--- src/rtl/irqp_pkg.sv ---
package irqp_pkg;
    localparam int IRQP_NRST     = 3;
    localparam int IRQP_VEC_W    = 8;
    localparam int IRQP_VEC_BASE = 36;
    localparam int IRQP_VEC_STEP = 8;

    localparam int SRC_NONE = 0;
    localparam int SRC_TRAP = 1;

    // Code of restart line i (highest line gets the smallest code after trap)
    function automatic int line_code(input int i, input int n);
        return 2 + (n - 1 - i);
    endfunction

    function automatic int gen_code(input int n);
        return n + 2;
    endfunction
endpackage

--- src/rtl/irqp_edge_latch.sv ---
module irqp_edge_latch (
    input  logic clk,
    input  logic rst_n,
    input  logic req_i,
    input  logic clr_i,
    output logic pend_o
);
    typedef struct packed {
        logic prev;
        logic pend;
    } el_t;

    el_t el_d, el_q;

    always_comb begin
        el_d.prev = req_i;
        // a fresh edge wins over a clear in the same cycle
        el_d.pend = (req_i & ~el_q.prev) | (el_q.pend & ~clr_i);
    end

    always_ff @(posedge clk) begin
        if (!rst_n) el_q <= '0;
        else        el_q <= el_d;
    end

    assign pend_o = el_q.pend;
endmodule

--- src/rtl/irqp_arbiter.sv ---
module irqp_arbiter
    import irqp_pkg::*;
#(
    parameter int NUM_RST  = IRQP_NRST,
    parameter int SRC_W    = 3,
    parameter int VEC_W    = IRQP_VEC_W,
    parameter int VEC_BASE = IRQP_VEC_BASE,
    parameter int VEC_STEP = IRQP_VEC_STEP
) (
    input  logic               trap_pend_i,
    input  logic [NUM_RST-1:0] line_req_i,
    input  logic [NUM_RST-1:0] mask_i,
    input  logic               ie_i,
    input  logic               gen_req_i,
    output logic               hit_o,
    output logic [SRC_W-1:0]   src_o,
    output logic [VEC_W-1:0]   vec_o,
    output logic               need_ack_o
);
    logic [NUM_RST-1:0] live;

    always_comb begin
        live       = line_req_i & ~mask_i & {NUM_RST{ie_i}};
        hit_o      = 1'b0;
        src_o      = SRC_W'(SRC_NONE);
        vec_o      = '0;
        need_ack_o = 1'b0;
        if (trap_pend_i) begin
            hit_o = 1'b1;
            src_o = SRC_W'(SRC_TRAP);
            vec_o = VEC_W'(VEC_BASE);
        end else if (|live) begin
            hit_o = 1'b1;
            // ascending scan: the highest live line is assigned last and wins
            for (int i = 0; i < NUM_RST; i++) begin
                if (live[i]) begin
                    src_o = SRC_W'(line_code(i, NUM_RST));
                    vec_o = VEC_W'(VEC_BASE + VEC_STEP * (i + 1));
                end
            end
        end else if (ie_i && gen_req_i) begin
            hit_o      = 1'b1;
            src_o      = SRC_W'(gen_code(NUM_RST));
            need_ack_o = 1'b1;
        end
    end
endmodule

--- src/rtl/irqp_ctrl.sv ---
module irqp_ctrl
    import irqp_pkg::*;
#(
    parameter int NUM_RST  = IRQP_NRST,
    parameter int VEC_W    = IRQP_VEC_W,
    parameter int VEC_BASE = IRQP_VEC_BASE,
    parameter int VEC_STEP = IRQP_VEC_STEP,
    localparam int SRC_W   = $clog2(NUM_RST + 3),
    localparam int CMD_W   = NUM_RST + 2,
    localparam int STAT_W  = 2 * NUM_RST + 2
) (
    input  logic               clk,
    input  logic               rst_n,
    input  logic               sample_i,
    input  logic               halt_i,
    input  logic               hold_i,
    input  logic               ei_i,
    input  logic               di_i,
    input  logic               mask_wr_i,
    input  logic [CMD_W-1:0]   mask_wdata_i,
    input  logic               trap_i,
    input  logic [NUM_RST-1:0] rst_i,
    input  logic               intr_i,
    output logic               take_o,
    output logic [SRC_W-1:0]   src_o,
    output logic [VEC_W-1:0]   vec_o,
    output logic               need_ack_o,
    output logic [STAT_W-1:0]  status_o
);
    localparam int TOP      = NUM_RST - 1;
    localparam int APPLY_B  = NUM_RST;
    localparam int CLRTOP_B = NUM_RST + 1;

    typedef struct packed {
        logic [NUM_RST-1:0] mask;
        logic               ie;
        logic               take;
        logic [SRC_W-1:0]   src;
        logic [VEC_W-1:0]   vec;
        logic               need_ack;
    } state_t;

    state_t st_d, st_q;

    logic               win;
    logic               accept;
    logic               trap_pend;
    logic               clr_trap;
    logic               clr_top;
    logic [NUM_RST-1:0] line_req;
    logic               arb_hit;
    logic [SRC_W-1:0]   arb_src;
    logic [VEC_W-1:0]   arb_vec;
    logic               arb_ack;

    assign win    = sample_i | halt_i | hold_i;
    assign accept = win & arb_hit;

    assign clr_trap = accept && (arb_src == SRC_W'(SRC_TRAP));
    assign clr_top  = (accept && (arb_src == SRC_W'(line_code(TOP, NUM_RST))))
                   || (mask_wr_i && mask_wdata_i[CLRTOP_B]);

    irqp_edge_latch u_trap_latch (
        .clk    (clk),
        .rst_n  (rst_n),
        .req_i  (trap_i),
        .clr_i  (clr_trap),
        .pend_o (trap_pend)
    );

    // Top restart line is edge captured, the others pass their level through
    for (genvar g = 0; g < NUM_RST; g++) begin : g_line
        if (g == TOP) begin : g_edge
            irqp_edge_latch u_latch (
                .clk    (clk),
                .rst_n  (rst_n),
                .req_i  (rst_i[g]),
                .clr_i  (clr_top),
                .pend_o (line_req[g])
            );
        end else begin : g_level
            assign line_req[g] = rst_i[g];
        end
    end

    irqp_arbiter #(
        .NUM_RST  (NUM_RST),
        .SRC_W    (SRC_W),
        .VEC_W    (VEC_W),
        .VEC_BASE (VEC_BASE),
        .VEC_STEP (VEC_STEP)
    ) u_arb (
        .trap_pend_i (trap_pend),
        .line_req_i  (line_req),
        .mask_i      (st_q.mask),
        .ie_i        (st_q.ie),
        .gen_req_i   (intr_i),
        .hit_o       (arb_hit),
        .src_o       (arb_src),
        .vec_o       (arb_vec),
        .need_ack_o  (arb_ack)
    );

    always_comb begin
        st_d = st_q;
        if (mask_wr_i && mask_wdata_i[APPLY_B]) begin
            st_d.mask = mask_wdata_i[NUM_RST-1:0];
        end
        if (accept)     st_d.ie = 1'b0;
        else if (di_i)  st_d.ie = 1'b0;
        else if (ei_i)  st_d.ie = 1'b1;
        st_d.take     = accept;
        st_d.src      = accept ? arb_src : SRC_W'(SRC_NONE);
        st_d.vec      = accept ? arb_vec : '0;
        st_d.need_ack = accept & arb_ack;
    end

    always_ff @(posedge clk) begin
        if (!rst_n) begin
            st_q      <= '0;
            st_q.mask <= '1;
        end else begin
            st_q <= st_d;
        end
    end

    assign take_o     = st_q.take;
    assign src_o      = st_q.src;
    assign vec_o      = st_q.vec;
    assign need_ack_o = st_q.need_ack;
    assign status_o   = {trap_pend, line_req, st_q.ie, st_q.mask};

    // a take is only reported after an open sampling window
    p_take_in_window_r3: assert property (@(posedge clk) disable iff (!rst_n)
        take_o |-> $past(win));

    // the enable is already clear when a take is reported
    p_ie_cleared_r4: assert property (@(posedge clk) disable iff (!rst_n)
        take_o |-> !status_o[NUM_RST]);

    // a maskable take needs the enable in the sampling cycle
    p_maskable_needs_ie_r2: assert property (@(posedge clk) disable iff (!rst_n)
        (take_o && src_o != SRC_W'(SRC_TRAP)) |-> $past(st_q.ie));

    // only the general request asks for an acknowledge cycle
    p_no_ack_restart_r5: assert property (@(posedge clk) disable iff (!rst_n)
        (take_o && src_o != SRC_W'(gen_code(NUM_RST))) |-> !need_ack_o);

    // the trap always reports the base vector
    p_trap_vector_r1: assert property (@(posedge clk) disable iff (!rst_n)
        (take_o && src_o == SRC_W'(SRC_TRAP)) |-> (vec_o == VEC_W'(VEC_BASE)));
endmodule

--- config.mk ---
export PLATFORM = sky130hd
export DESIGN_NAME = irqp_ctrl
export DESIGN_NICKNAME = d
export VERILOG_FILES = /design/src/rtl/irqp_pkg.sv /design/src/rtl/irqp_edge_latch.sv /design/src/rtl/irqp_arbiter.sv /design/src/rtl/irqp_ctrl.sv
export SDC_FILE = /design/constraint.sdc
export NUM_CORES = 1
export LEC_CHECK = 0
export BUFFER_PORTS_ARGS = -buffer_cell sky130_fd_sc_hd__buf_2
export CAP_MARGIN = 20
export CORE_MARGIN = 1
export CORE_UTILIZATION = 30
export CTS_CLUSTER_DIAMETER = 150
export CTS_CLUSTER_SIZE = 40
export DETAILED_ROUTE_END_ITERATION = 10
export HOLD_SLACK_MARGIN = 0.1
export PLACE_DENSITY_LB_ADDON = 0.05
export REMOVE_ABC_BUFFERS = 1
export SLEW_MARGIN = 30
export SYNTH_ARGS = -nofsm -noshare
export SYNTH_HDL_FRONTEND = slang
export SYNTH_HIERARCHICAL = 1
export SYNTH_SLANG_ARGS = --single-unit
--- constraint.sdc ---
create_clock -name clk -period 1.8 [get_ports clk]
set_input_delay 0.45 -clock clk [delete_from_list [all_inputs] [get_ports clk]]
set_output_delay 0.45 -clock clk [all_outputs]
set_load 0.03 [all_outputs]
==> out/qor.yml, run 1 <==
clock_tree:
  clk_pin_slew_ns: 0.11
  cts-root-buf: "clkbuf_4"
  cts.sinks: 21
  ctsHoldBuffers: 0
  cts_buffers: 3
  clockBufferDepth: 2
  cts_tree: "built"
  clock_latency_ns: 0.30
  h-tree-depth: 1
drt:
  vias: 693
  drtIter0Drc: 18
  ant_nets: 0
  route.met2.wl_um: 740
  wire_per_inst_um: 10.1
  top_layer: "met4"
  drc: 4
  drtPass1Iterations: 7
  m1WireLength_um: 715
  routed_wl_mm: 1.60
  avgViaCountPerCell: 4.39
  route.met3.wl_um: 127
synthesis:
  ys_seq_area_frac: 0.449
  ys_types: 26
  synth-seq-cells: 21
  synth_top_cell_area_share: 0.449
  synth_top_family_by_area: "simple AND/OR/NAND/NOR gates"
  synth.most_common_cell: "dfxtp_1"
  yosys-top-cells-area: "dfxtp_1, and2_4, buf_4"
  avgSynthCellArea_um2: 10.5
  synth_xor_area_frac: 0
  yosysTopAreaCell: "dfxtp_1"
  synth_area_um2: 936
  synth.top_cells.by_count: "dfxtp_1, and2_4, buf_4"
  syn_inst: 89
  ys_warn_count: 6
  async_flop_share: 0
  synth-simple-area-share: 0.324
  synth-adder-area-share: 0
  synth_edf_count: 0
  synthFlopType: "dfxtp_1"
  synth-compound-area-share: 0.131
  synth_mux_area_frac: 0
run:
  drv_cap: 0
timing:
  fmaxAchievable_mhz: 654
  timing.final.ws_setup_ns: 0.272
  clock_skew_ns: 0.00192
  hold_viol: 0
  rsz0062_at_grt: "false"
  setup-tns-final_ns: 0
  finalCritPeriodShare: 0.849
  drv_slew: 0
  finalSetupViolCount: 0
  period_needed_ns: 1.53
global_route:
  grt_pass1_vias: 589
  grt_usage: 0.103
  grt_overflow: 0
  grt_first_pass_wirelength_mm: 2.60
  grt_antenna_before_repair: 0
  grt_max_degree: 13
power:
  p_leak_nw: 0.576
  powerDensity_nw_per_um2: 752
  ir_drop_mv: 0.479
setup_path:
  cp.required_ns: 2.01
  worstReg2RegStart: "status_o[2]"
  r2r_setup_slack_ns: 0.27
  critPathTopFamily: "simple AND/OR/NAND/NOR gates"
  crit_path_max_incr_delay_ns: 0.35
  crit_type: "reg2reg"
  critPathCaptureType: "flop"
  r2r-end: "g_line[2].g_edge.u_latch/pend_o"
  critPathMaxFanout: 4
  worstPathCellList: "nand2b_4, and2_4, nor2_2, inv_1, o41ai_1, nand2b_1, a21boi_2"
  cp_num_buf_inv: 1
  arrival_ns: 1.74
  rr_worst_depth: 7
  crit_slowest_cell: "dfxtp_1"
  start_kind: "flop"
die:
  dieArea_um2: 3350
  std_cell_rows: 19
  die_w_um: 57.9
  start_util: 0.328
  ioPinCount: 39
  dieHeight_um: 57.9
  core_um2: 2850
layout:
  drive_above_1_share: 0.543
  final_area_um2: 1150
  final_cells: 158
  diodes: 0
  final_nets: 146
  area_growth_pct: 22.9
  fill_cells: 305
worst_hold_path:
  min_path_type: "in2reg"
  holdPathEnd: "u_trap_latch/el_q[1]"
  whs_path_depth: 2
  hp-start: "trap_i"
placement:
  dp_hpwl_mm: 1.27
  port_buffers: 38
  dp_cells: 154
  place.gp.congestion: 0.797
  placed_cell_area_um2: 1120
  pre_cts_slack_ns: 0.0652
outcome:
  outcome: "finished, violations left"
  violations: "DRC"
worst reg2reg max path: stages (launching register included):
cell and delay (ns):
dfxtp_1 0.35, nand2b_4 0.16, and2_4 0.17, nor2_2 0.16, inv_1 0.06, o41ai_1 0.34, nand2b_1 0.16, a21boi_2 0.05
layer usage:
layer / vias up / global-route usage
met2: 27 / 0.159
met1: 300 / 0.130
met4: 0 / 0.0306
met5: - / 0
li1: 364 / -
met3: 2 / 0.0469
layout by cell type, fill, tap and decap left out, drive strengths merged:
cell	n
and2	15
and3b	3
nor2b	1
clkbuf	3
a21boi	2
o21ai	4
a21oi	6
o311a	1
nand2	3
clkinv	1
o31ai	1
a31o	1
conb	4
nor4	1
buf	41
inv	2
dfxtp	21
nor4b	1
nor3	2
and4bb	1
nor2	5
o41ai	1
nand2b	7
stage by stage:
| step | hold WS [ns] | total power [mW] | utilization |
|---|---|---|---|
| floorplan | 0.481 | 0.589 | - |
| global placement | 0.489 | 0.652 | 0.393 |
| detailed placement | 0.498 | 0.652 | 0.393 |
| CTS | 0.350 | 0.882 | 0.402 |
| global route | 0.359 | 0.906 | 0.403 |
| finish | 0.357 | 0.865 | 0.403 |
layout make-up:
cell class	instances	area [µm²]	area share
repair buffers	41	213	0.185
clock inverters	1	5.00	0.00435
inverters	2	7.51	0.00653
well taps	31	38.8	0.0337
multi-input cells	59	443	0.385
clock buffers	3	22.5	0.0196
flip-flops and latches	21	420	0.366
report_power, final:
part	switching, mW	internal [mW]
registers	0.0117	0.481
logic	0.0821	0.0653
clock network	0.142	0.0829
how the worst max path moves through the flow:
stage | start | endpoint | cells after the start | slack, ns
finish | status_o[2] | g_line[2].g_edge.u_latch/pend_o | 7 | 0.27
global route | g_line[2].g_edge.u_latch/pend_o | g_line[2].g_edge.u_latch/pend_o | 7 | 0.06
CTS | g_line[2].g_edge.u_latch/pend_o | g_line[2].g_edge.u_latch/pend_o | 7 | 0.18
detailed placement | rst_i[1] | g_line[2].g_edge.u_latch/pend_o | 8 | 0.07
global placement | rst_i[1] | g_line[2].g_edge.u_latch/pend_o | 8 | 0.04
floorplan | g_line[2].g_edge.u_latch/pend_o | g_line[2].g_edge.u_latch/pend_o | 7 | 0.18
kinds of logic after synthesis:
group,after synthesis
AO/OA/AOI/OAI,16
buffers and inverters,12
flip-flops,21
other,1
AND/OR/NAND/NOR,39
sequential cells by signal (all words and copies together), names as in the netlist:
signal / flops
g_line.g_edge.u_latch/el_q: 1
u_trap_latch/el_q: 1
take_o: 1
src_o: 3
status_o: 4
need_ack_o: 1
u_trap_latch/pend_o: 1
g_line.g_edge.u_latch/pend_o: 1
vec_o: 8
repair_timing:
item | CTS | global route
setup buffers | 0 | 0
resized for setup | 0 | 1
endpoints found under the setup margin | 0 | 1
(Power assumes the default switching activity.)
==> inputs of run 2 (changes only) <==
Settings changed: ABC_AREA from default to 1.
Clock period 1.8 ns to 1.4 ns, I/O delays scaled along.
==> out/qor.yml, run 2 <==
layout:
  largest_register_ffs: 8
  mostFrequentLayoutCell: "buf_2"
  final_nets: 189
  drive_above_1_share: 0.488
  final_util: 0.441
  diodes: 0
  mostFrequentLayoutCells: "buf_2, inv_1, nand2_1"
  area_growth_pct: 35.1
  final_cells: 201
global_route:
  grt_overflow: 0
  grt_first_pass_wirelength_mm: 2.92
  grt_usage: 0.115
  grt_pass1_vias: 701
  grt_antenna_before_repair: 0
  grt_max_degree: 13
synthesis:
  synth-seq-cells: 21
  synth_xor_area_frac: 0
  ys_warn_count: 6
  syn_inst: 125
  synth_top_cell_area_share: 0.456
  synth_edf_count: 0
  synth-adder-area-share: 0
  synth.most_common_cell: "inv_1"
  yosys-top-cells-area: "dfxtp_1, inv_1, nand2_1"
  synth_area_um2: 922
  synthFlopType: "dfxtp_1"
  synth_top_family_by_area: "simple AND/OR/NAND/NOR gates"
  avgSynthCellArea_um2: 7.38
  synth.top_cells.by_count: "inv_1, dfxtp_1, nand2_1"
  async_flop_share: 0
  yosysTopAreaCell: "dfxtp_1"
  synth_mux_area_frac: 0
  synth-simple-area-share: 0.322
  ys_types: 16
  ys_seq_area_frac: 0.456
  synth-compound-area-share: 0.0190
drt:
  ant_nets: 0
  vias: 816
  drtPass1Iterations: 7
  wire_per_inst_um: 8.54
  routed_wl_mm: 1.72
  drc: 2
  drtIter0Drc: 19
  avgViaCountPerCell: 4.06
timing:
  finalSetupViolCount: 0
  finalCritPeriodShare: 0.964
  period_needed_ns: 1.35
  holdWs_ns: 0.230
  hold_viol: 0
  timing.final.ws_setup_ns: 0.0506
  drv_slew: 0
  fmaxAchievable_mhz: 741
  clock_skew_ns: 0.00664
  rsz0062_at_grt: "true"
power:
  ir_drop_mv: 0.380
  powerDensity_nw_per_um2: 955
  total_power_mw: 1.19
  p_int_mw: 0.827
  p_sw_frac: 0.305
  p_switching_mw: 0.363
  power_frac_seq: 0.541
  p_leak_nw: 0.677
  p_clk_frac: 0.248
  p_comb_frac: 0.211
placement:
  pre_cts_slack_ns: -0.0420
  dp_hpwl_mm: 1.34
  port_buffers: 38
  dp_cells: 194
  place.gp.congestion: 0.792
die:
  dieHeight_um: 57.4
  ioPinCount: 39
  core_um2: 2830
  dieArea_um2: 3300
  std_cell_rows: 19
  die_w_um: 57.4
  start_util: 0.326
setup_path:
  crit_path_max_incr_delay_ns: 0.40
  arrival_ns: 1.56
  crit_slowest_cell: "dfxtp_4"
  crit_path_frequent_cell: "nand2_1"
  critPathMaxFanout: 5
  cp.required_ns: 1.61
  crit_type: "reg2reg"
  start_kind: "flop"
  critPathCaptureType: "flop"
  worstPathCellList: "nand2_1, nor2_4, nor2_4, nand2_1, nor2_2, inv_1, nand3_1, nor2_1, inv_1, nand3_1, nand2_1"
run:
  drv_cap: 0
clock_tree:
  cts_buffers: 3
  clock_latency_ns: 0.30
  clk_pin_slew_ns: 0.13
  cts-root-buf: "clkbuf_4"
  cts_tree: "built"
  ctsHoldBuffers: 0
  clockBufferDepth: 2
  h-tree-depth: 1
  cts.sinks: 21
outcome:
  outcome: "finished, violations left"
  violations: "DRC"
worst_hold_path:
  min_path_type: "in2reg"
run 2: cell families (layout without fill, tap and decap cells):
kind of cell / count (synthesis) / after routing
AND/OR/NAND/NOR: 62 / 62
buffers and inverters: 38 / 80
flip-flops: 21 / 21
AO/OA/AOI/OAI: 3 / 3
other: 1 / 4
run 2: metrics by stage:
stage,setup TNS [ns],instance area (µm²)
floorplan,-1.19,855
global placement,-0.0252,1140
detailed placement,-0.0610,1140
CTS,0,1160
global route,-0.148,1250
finish,0,1250
run 2: cell type report:
cell class / count / area (µm²)
Clock inverter: 1 / 5.00
Fill cell: 305 / 1580
Clock buffer: 3 / 22.5
Sequential cell: 21 / 430
Tap cell: 31 / 38.8
Inverter: 28 / 105
Multi-Input combinational cell: 69 / 375
Timing Repair Buffer: 48 / 269
run 2: final timing paths:
check                                                         to            startpoint  slack, ns  depth (start not counted)
worst max-delay path                         u_trap_latch/pend_o           status_o[3]       0.05                         11
worst min-delay path            g_line[2].g_edge.u_latch/el_q[1]              rst_i[2]       0.23                          3
worst max register to register               u_trap_latch/pend_o           status_o[3]       0.05                         11
worst min register to register               u_trap_latch/pend_o  u_trap_latch/el_q[1]       0.48                          3
run 2: repair_timing:
| action | in CTS | in global routing |
|---|---|---|
| setup buffers | 0 | 3 |
| endpoints found under the hold margin | 0 | 0 |
| resized for setup | 1 | 20 |
| endpoints found under the setup margin | 3 | 13 |
| pin swaps | 0 | 7 |
run 2: metal layers:
metal	vias to the layer above	track usage	part of all wire
li1	444	-	-
met4	0	0.0523	0.0087
met2	26	0.181	0.46
met1	344	0.150	0.47
met3	2	0.0272	0.056
met5	-	0	0
run 2: power groups by stage:
stage,Sequential (mW),Combinational (mW),Clock [mW]
after floorplan,0.706,0.0828,0
after global placement,0.657,0.229,0
after detailed placement,0.656,0.229,0
after CTS,0.643,0.229,0.308
after global routing,0.648,0.277,0.343
final,0.644,0.251,0.295
run 2: critical path: cells and delay by family (launching register included):
kind	cells	cell delay, ns
buffers and inverters	2	0.12
DFF	1	0.40
and+or+nand+nor	9	0.75
